===== src/rtl/mesh_router_pkg.sv =====
package mesh_router_pkg;

    localparam int NPORT = 5;
    localparam int OFS_W = 5;
    localparam int PAY_W = 20;
    localparam int PKT_W = 2 + 2 * OFS_W + PAY_W;

    typedef enum logic [2:0] {
        PORT_LOCAL = 3'd0,
        PORT_NORTH = 3'd1,
        PORT_EAST  = 3'd2,
        PORT_SOUTH = 3'd3,
        PORT_WEST  = 3'd4
    } port_e;

    typedef struct packed {
        logic                    kind;
        logic signed [OFS_W-1:0] dx;
        logic signed [OFS_W-1:0] dy;
        logic                    redirect;
        logic [PAY_W-1:0]        payload;
    } pkt_t;

    // Swap in the node's redirect offsets once a flagged packet has arrived.
    function automatic pkt_t apply_redirect(pkt_t p,
                                            logic signed [OFS_W-1:0] rdx,
                                            logic signed [OFS_W-1:0] rdy);
        pkt_t r;
        r = p;
        if (p.redirect && p.dx == '0 && p.dy == '0) begin
            r.dx       = rdx;
            r.dy       = rdy;
            r.redirect = 1'b0;
        end
        return r;
    endfunction

endpackage


===== src/rtl/mr_route.sv =====
module mr_route
    import mesh_router_pkg::*;
(
    input  pkt_t  pkt_i,
    output port_e port_o,
    output pkt_t  pkt_o
);

    localparam logic signed [OFS_W-1:0] ZERO = '0;
    localparam logic signed [OFS_W-1:0] ONE  = OFS_W'(1);

    // Dimension order: X is corrected fully before Y is touched.
    always_comb begin
        pkt_o  = pkt_i;
        port_o = PORT_LOCAL;
        if (pkt_i.dx > ZERO) begin
            port_o   = PORT_EAST;
            pkt_o.dx = pkt_i.dx - ONE;
        end else if (pkt_i.dx < ZERO) begin
            port_o   = PORT_WEST;
            pkt_o.dx = pkt_i.dx + ONE;
        end else if (pkt_i.dy > ZERO) begin
            port_o   = PORT_NORTH;
            pkt_o.dy = pkt_i.dy - ONE;
        end else if (pkt_i.dy < ZERO) begin
            port_o   = PORT_SOUTH;
            pkt_o.dy = pkt_i.dy + ONE;
        end
    end

endmodule


===== src/rtl/mr_in_buf.sv =====
module mr_in_buf
    import mesh_router_pkg::*;
#(
    parameter int DEPTH = 2
) (
    input  logic clk,
    input  logic rst_n,
    input  logic in_valid_i,
    output logic in_ready_o,
    input  pkt_t in_pkt_i,
    output logic head_valid_o,
    output pkt_t head_pkt_o,
    input  logic pop_i
);

    localparam int PTR_W = (DEPTH > 1) ? $clog2(DEPTH) : 1;
    localparam int CNT_W = $clog2(DEPTH + 1);

    typedef struct packed {
        pkt_t [DEPTH-1:0] mem;
        logic [PTR_W-1:0] rd;
        logic [PTR_W-1:0] wr;
        logic [CNT_W-1:0] cnt;
    } buf_st_t;

    buf_st_t st_d, st_q;
    logic    push, pop;

    assign in_ready_o   = (st_q.cnt != CNT_W'(DEPTH));
    assign head_valid_o = (st_q.cnt != '0);
    assign head_pkt_o   = st_q.mem[st_q.rd];
    assign push         = in_valid_i && in_ready_o;
    assign pop          = pop_i && head_valid_o;

    always_comb begin
        st_d = st_q;
        if (push) begin
            st_d.mem[st_q.wr] = in_pkt_i;
            st_d.wr = (st_q.wr == PTR_W'(DEPTH - 1)) ? '0 : st_q.wr + PTR_W'(1);
        end
        if (pop) begin
            st_d.rd = (st_q.rd == PTR_W'(DEPTH - 1)) ? '0 : st_q.rd + PTR_W'(1);
        end
        case ({push, pop})
            2'b10:   st_d.cnt = st_q.cnt + CNT_W'(1);
            2'b01:   st_d.cnt = st_q.cnt - CNT_W'(1);
            default: st_d.cnt = st_q.cnt;
        endcase
    end

    always_ff @(posedge clk or negedge rst_n) begin
        if (!rst_n) st_q <= '0;
        else        st_q <= st_d;
    end

endmodule


===== src/rtl/mr_rr_arb.sv =====
module mr_rr_arb #(
    parameter int N = 5
) (
    input  logic         clk,
    input  logic         rst_n,
    input  logic [N-1:0] req_i,
    input  logic         out_ready_i,
    output logic [N-1:0] gnt_o,
    output logic         any_o
);

    localparam int IDX_W = (N > 1) ? $clog2(N) : 1;

    typedef struct packed {
        logic             lock;
        logic [IDX_W-1:0] idx;
        logic [IDX_W-1:0] prio;
    } arb_st_t;

    arb_st_t          st_d, st_q;
    logic             found;
    logic [IDX_W-1:0] pick;
    logic [IDX_W-1:0] sel;

    // Search starts at the requester after the last one served.
    always_comb begin
        int c;
        found = 1'b0;
        pick  = '0;
        for (int k = 0; k < N; k++) begin
            c = int'(st_q.prio) + k;
            if (c >= N) c = c - N;
            if (!found && req_i[c]) begin
                found = 1'b1;
                pick  = IDX_W'(c);
            end
        end
    end

    always_comb begin
        st_d  = st_q;
        sel   = st_q.lock ? st_q.idx : pick;
        any_o = st_q.lock || found;
        for (int i = 0; i < N; i++) begin
            gnt_o[i] = any_o && (sel == IDX_W'(i));
        end
        if (any_o && out_ready_i) begin
            st_d.lock = 1'b0;
            st_d.prio = (sel == IDX_W'(N - 1)) ? '0 : sel + IDX_W'(1);
        end else if (any_o) begin
            st_d.lock = 1'b1;
            st_d.idx  = sel;
        end
    end

    always_ff @(posedge clk or negedge rst_n) begin
        if (!rst_n) st_q <= '0;
        else        st_q <= st_d;
    end

endmodule


===== src/rtl/mesh_router.sv =====
module mesh_router
    import mesh_router_pkg::*;
#(
    parameter int BUF_DEPTH = 2
) (
    input  logic                   clk,
    input  logic                   rst_n,
    input  logic [OFS_W-1:0]       redir_dx,
    input  logic [OFS_W-1:0]       redir_dy,
    input  logic [NPORT-1:0]       in_valid,
    output logic [NPORT-1:0]       in_ready,
    input  logic [NPORT*PKT_W-1:0] in_data,
    output logic [NPORT-1:0]       out_valid,
    input  logic [NPORT-1:0]       out_ready,
    output logic [NPORT*PKT_W-1:0] out_data
);

    pkt_t             in_fix   [NPORT];
    pkt_t             head_pkt [NPORT];
    pkt_t             fwd_pkt  [NPORT];
    port_e            fwd_port [NPORT];
    logic [NPORT-1:0] req_m    [NPORT];
    logic [NPORT-1:0] gnt_m    [NPORT];
    logic [NPORT-1:0] head_valid;
    logic [NPORT-1:0] pop;

    // Redirect is resolved on entry so a waiting packet never changes.
    always_comb begin
        for (int i = 0; i < NPORT; i++) begin
            in_fix[i] = apply_redirect(pkt_t'(in_data[i*PKT_W +: PKT_W]),
                                       $signed(redir_dx), $signed(redir_dy));
        end
    end

    for (genvar gi = 0; gi < NPORT; gi++) begin : g_in
        mr_in_buf #(.DEPTH(BUF_DEPTH)) u_buf (
            .clk         (clk),
            .rst_n       (rst_n),
            .in_valid_i  (in_valid[gi]),
            .in_ready_o  (in_ready[gi]),
            .in_pkt_i    (in_fix[gi]),
            .head_valid_o(head_valid[gi]),
            .head_pkt_o  (head_pkt[gi]),
            .pop_i       (pop[gi])
        );
        mr_route u_route (
            .pkt_i (head_pkt[gi]),
            .port_o(fwd_port[gi]),
            .pkt_o (fwd_pkt[gi])
        );
    end

    always_comb begin
        for (int j = 0; j < NPORT; j++) begin
            for (int i = 0; i < NPORT; i++) begin
                req_m[j][i] = head_valid[i] && (fwd_port[i] == 3'(j));
            end
        end
    end

    for (genvar gj = 0; gj < NPORT; gj++) begin : g_out
        mr_rr_arb #(.N(NPORT)) u_arb (
            .clk        (clk),
            .rst_n      (rst_n),
            .req_i      (req_m[gj]),
            .out_ready_i(out_ready[gj]),
            .gnt_o      (gnt_m[gj]),
            .any_o      (out_valid[gj])
        );
    end

    // Crossbar and buffer release.
    always_comb begin
        out_data = '0;
        pop      = '0;
        for (int j = 0; j < NPORT; j++) begin
            for (int i = 0; i < NPORT; i++) begin
                if (gnt_m[j][i]) begin
                    out_data[j*PKT_W +: PKT_W] = fwd_pkt[i];
                    pop[i] = pop[i] | out_ready[j];
                end
            end
        end
    end

endmodule


===== config.mk =====
export PLATFORM = sky130hd
export DESIGN_NAME = mesh_router
export DESIGN_NICKNAME = d
export VERILOG_FILES = /design/src/rtl/mesh_router_pkg.sv /design/src/rtl/mr_route.sv /design/src/rtl/mr_in_buf.sv /design/src/rtl/mr_rr_arb.sv /design/src/rtl/mesh_router.sv
export SDC_FILE = /design/constraint.sdc
export NUM_CORES = 1
export LEC_CHECK = 0
export BUFFER_PORTS_ARGS = -buffer_cell sky130_fd_sc_hd__buf_2
export CAP_MARGIN = 15
export CELL_PAD_IN_SITES_DETAIL_PLACEMENT = 0
export CELL_PAD_IN_SITES_GLOBAL_PLACEMENT = 1
export CORE_ASPECT_RATIO = 1.1
export CORE_MARGIN = 4
export CORE_UTILIZATION = 45
export DETAILED_ROUTE_END_ITERATION = 16
export PLACE_DENSITY_LB_ADDON = 0.1
export SYNTH_ARGS = -nofsm -noshare
export SYNTH_HDL_FRONTEND = slang
export SYNTH_SLANG_ARGS = --single-unit

===== constraint.sdc =====
create_clock -name clk -period 16 [get_ports clk]
set_input_delay 4.8 -clock clk [delete_from_list [all_inputs] [get_ports clk]]
set_output_delay 4.8 -clock clk [all_outputs]
set_load 0.005 [all_outputs]

==> results.toml <==
[timing]
slew_violations = 0
fin_crit_ps = 12670
fin_skew_ps = 22.29
max_clock_freq_ghz = 0.07895
worst_pin_slew_ps = 1181
hold_viol = 0
setup_viol = 0
rsz0062_at_grt = "no"
finalCritPeriodShare_pct = 79.17
relSlewSlack_pct = 21.24
final.setup.tns_ps = 0

[setup_path]
crit_fanout = 40
critPathLaunch = "g_in[0].u_buf.st_q[3]"
path_class = "flip-flop to output port"
cp_common_cell = "nand2_1"
crit_arrival_ps = 7870
worst_setup_path_start_kind = "flip-flop"
worst_path_largest_cell_delay_ps = 1030
cp-end-kind = "output port"
slowest_stage = "dfrtp_2"
cp_cell_sequence = "mux2_2 > inv_1 > ha_1 > nor4b_2 > nor2_2 > or3_1 > a222oi_1 > a31oi_2 > nand4b_1 > nor2_1 > a31oi_1 > nand2_1 > mux2_2 > inv_1 > ha_1 > nand2_1 > nand2_1 > buf_4 > o22ai_1 > a211oi_1 > buf_2"
r2r-start = "g_in[2].u_buf.st_q[3]"
critPathRequiredTime_ps = 11200

[cells_and_area]
instances_no_fill = 4400
nets = 3800
layout_common_cells = "370 x dfrtp_1, 354 x mux2_2, 350 x buf_2"
area_growth_pct = 12.37
layout_commonest_cell = "dfrtp_1"
drive_gt1_share_pct = 26.66
finalCoreUtilization_pct = 51.13

[die]
ios = 352
chipWidth_um = 252.6
start_util_pct = 45.50
dieArea_um2 = 70010
rows = 98
core_um2 = 65110
fp.dieH_um = 277.1

[drt]
wl_per_cell_um = 29.64
drt_iter0_markers = 2939
wirelength_um = 130400
vias = 29370
drc = 0
antenna_left = 0
vias_per_cell = 6.676
firstDrtPassIters = 8

[synthesis]
avgSynthCellArea_um2 = 8.934
ys.flop_type = "dfrtp_1"
ys_warn_count = 0
syn_nets = 3598
syn_area_um2 = 29620
synth_cells = 3316
synth_edf_count = 0
synth-seq-cells = 375
ys_types = 108
synth-seq-area-share_pct = 31.68
async_flop_share_pct = 100.0

[clock_tree]
numCtsBuffers = 40
htree_levels = 2
cts_tree = "yes"
hold_buffers = 0
cts_resized = 0
clockRootBuffer = "clkbuf_16"
cts.path.max_buffers = 3
cts_sinks = 375
clk_pin_slew_worst_paths_ps = 60
post_cts_buffers = 0
clk_latency_ps = 580

[global_route]
grt_pass1_vias = 29030
grt_use_total_pct = 35.88
grt_pass1_wl_um = 190900
antenna_found_initial = 4
grt_start_max_net_pins = 139
grt_overflow = 0

[worst_hold_path]
min_from = "g_in[2].u_buf.st_q[63]"
hold_path_class = "flip-flop to flip-flop"

[placement]
dp.cells = 4324
numPortBuffers = 351
place.detailed.hpwl_um = 95850
gp_congestion = 1.009

[outcome]
status = "completed"

[run]
drv_cap = 0
## path summary, 6_finish.rpt
path	slack (ps)	cells past startpoint	endpoint
setup / recovery	3330	21	out_data[116]
min in group asynchronous	4240	1	g_in[1].u_buf.st_q[45]
hold / removal	480	2	g_in[2].u_buf.st_q[63]
hold reg to reg	480	2	g_in[2].u_buf.st_q[63]
max in group asynchronous	9640	3	g_in[2].u_buf.st_q[19]
setup reg to reg	8730	22	g_in[4].u_buf.st_q[1]
## worst max-delay path: cells and delay by family, from the launching register on
kind,cells,cell delay [ps]
AOI/OAI and AO/OA,5,1790
adders and majority gates,2,440
buffers and inverters,4,940
DFF,1,1030
muxes,2,800
and+or+nand+nor,8,2200
## area by class of cell
cell class,instances,area [um^2]
Fill cell,6077,31820
Multi-Input combinational cell,2578,18800
Sequential cell,375,9390
Timing Repair Buffer,407,2232
Clock buffer,56,1162
Tap cell,850,1064
Inverter,116,435.4
Clock inverter,17,197.7
Antenna cell,1,2.502
## stage by stage
stage / setup WS [ps] / cell area, um^2 / hold WS [ps]
2_1_floorplan: 6086 / 29620 / 444.4
3_3_place_gp: 4067 / 31880 / 459.7
3_5_place_dp: 4093 / 31880 / 465.4
4_1_cts: 3456 / 33240 / 480.6
5_1_grt: 2946 / 33290 / 501.9
6_report: 3333 / 33290 / 480.5
## Yosys cell counts (all sizes together), types with 14 or more instances
master  number  area (um^2)
a211oi      67        520.5
a21o        15        112.6
a21oi      273         1483
a221oi      67        586.8
a22o        94        823.3
a22oi       75        563.0
a31oi       42        275.3
and2        14        87.58
and3        21        131.4
buf         70        469.2
clkbuf     177        664.4
dfrtp      375         9384
ha          95         1189
inv        112        420.4
mux2       356         4016
mux2i       94        948.4
nand2      251        954.7
nand2b      39        244.0
nand3       62        310.3
nand4       15        93.84
nor2       216        815.8
nor2b       23        146.4
nor3        58        300.3
nor4        28        190.2
nor4b       15        137.6
o21ai      226         1139
o221ai      37        324.1
o22ai       99        625.6
o31ai       14        105.1
xnor2       56        490.5
xor2        24        210.2
## cell families (layout without fill, tap and decap cells)
logic type,Yosys count,count (layout),synth area share (%)
xor gates and xnor gates,80,80,2.365
other,0,1,0
DFF,375,375,31.68
and+or+nand+nor,817,817,13.53
AOI/OAI and AO/OA,1129,1129,25.87
adders and majority gates,100,100,4.350
muxes,452,452,16.91
buffers and inverters,363,596,5.296
## sequential cells by signal, summed over array words and instances, names as in the netlist
signal	flops
g_in.u_buf.st_q	340
g_out.u_arb.st_q	35
## routing by layer
layer | track usage [%] | up-vias | share of wire, %
met4 | 23.46 | 4 | 8.2
met3 | 7.185 | 382 | 8.8
met1 | 43.41 | 14420 | 37
met2 | 58.06 | 1673 | 46
li1 | - | 12890 | -
met5 | 0 | - | 0.020
Power is not shown: default switching activity piles up to over one toggle a cycle in this logic, so the estimate is an artifact.
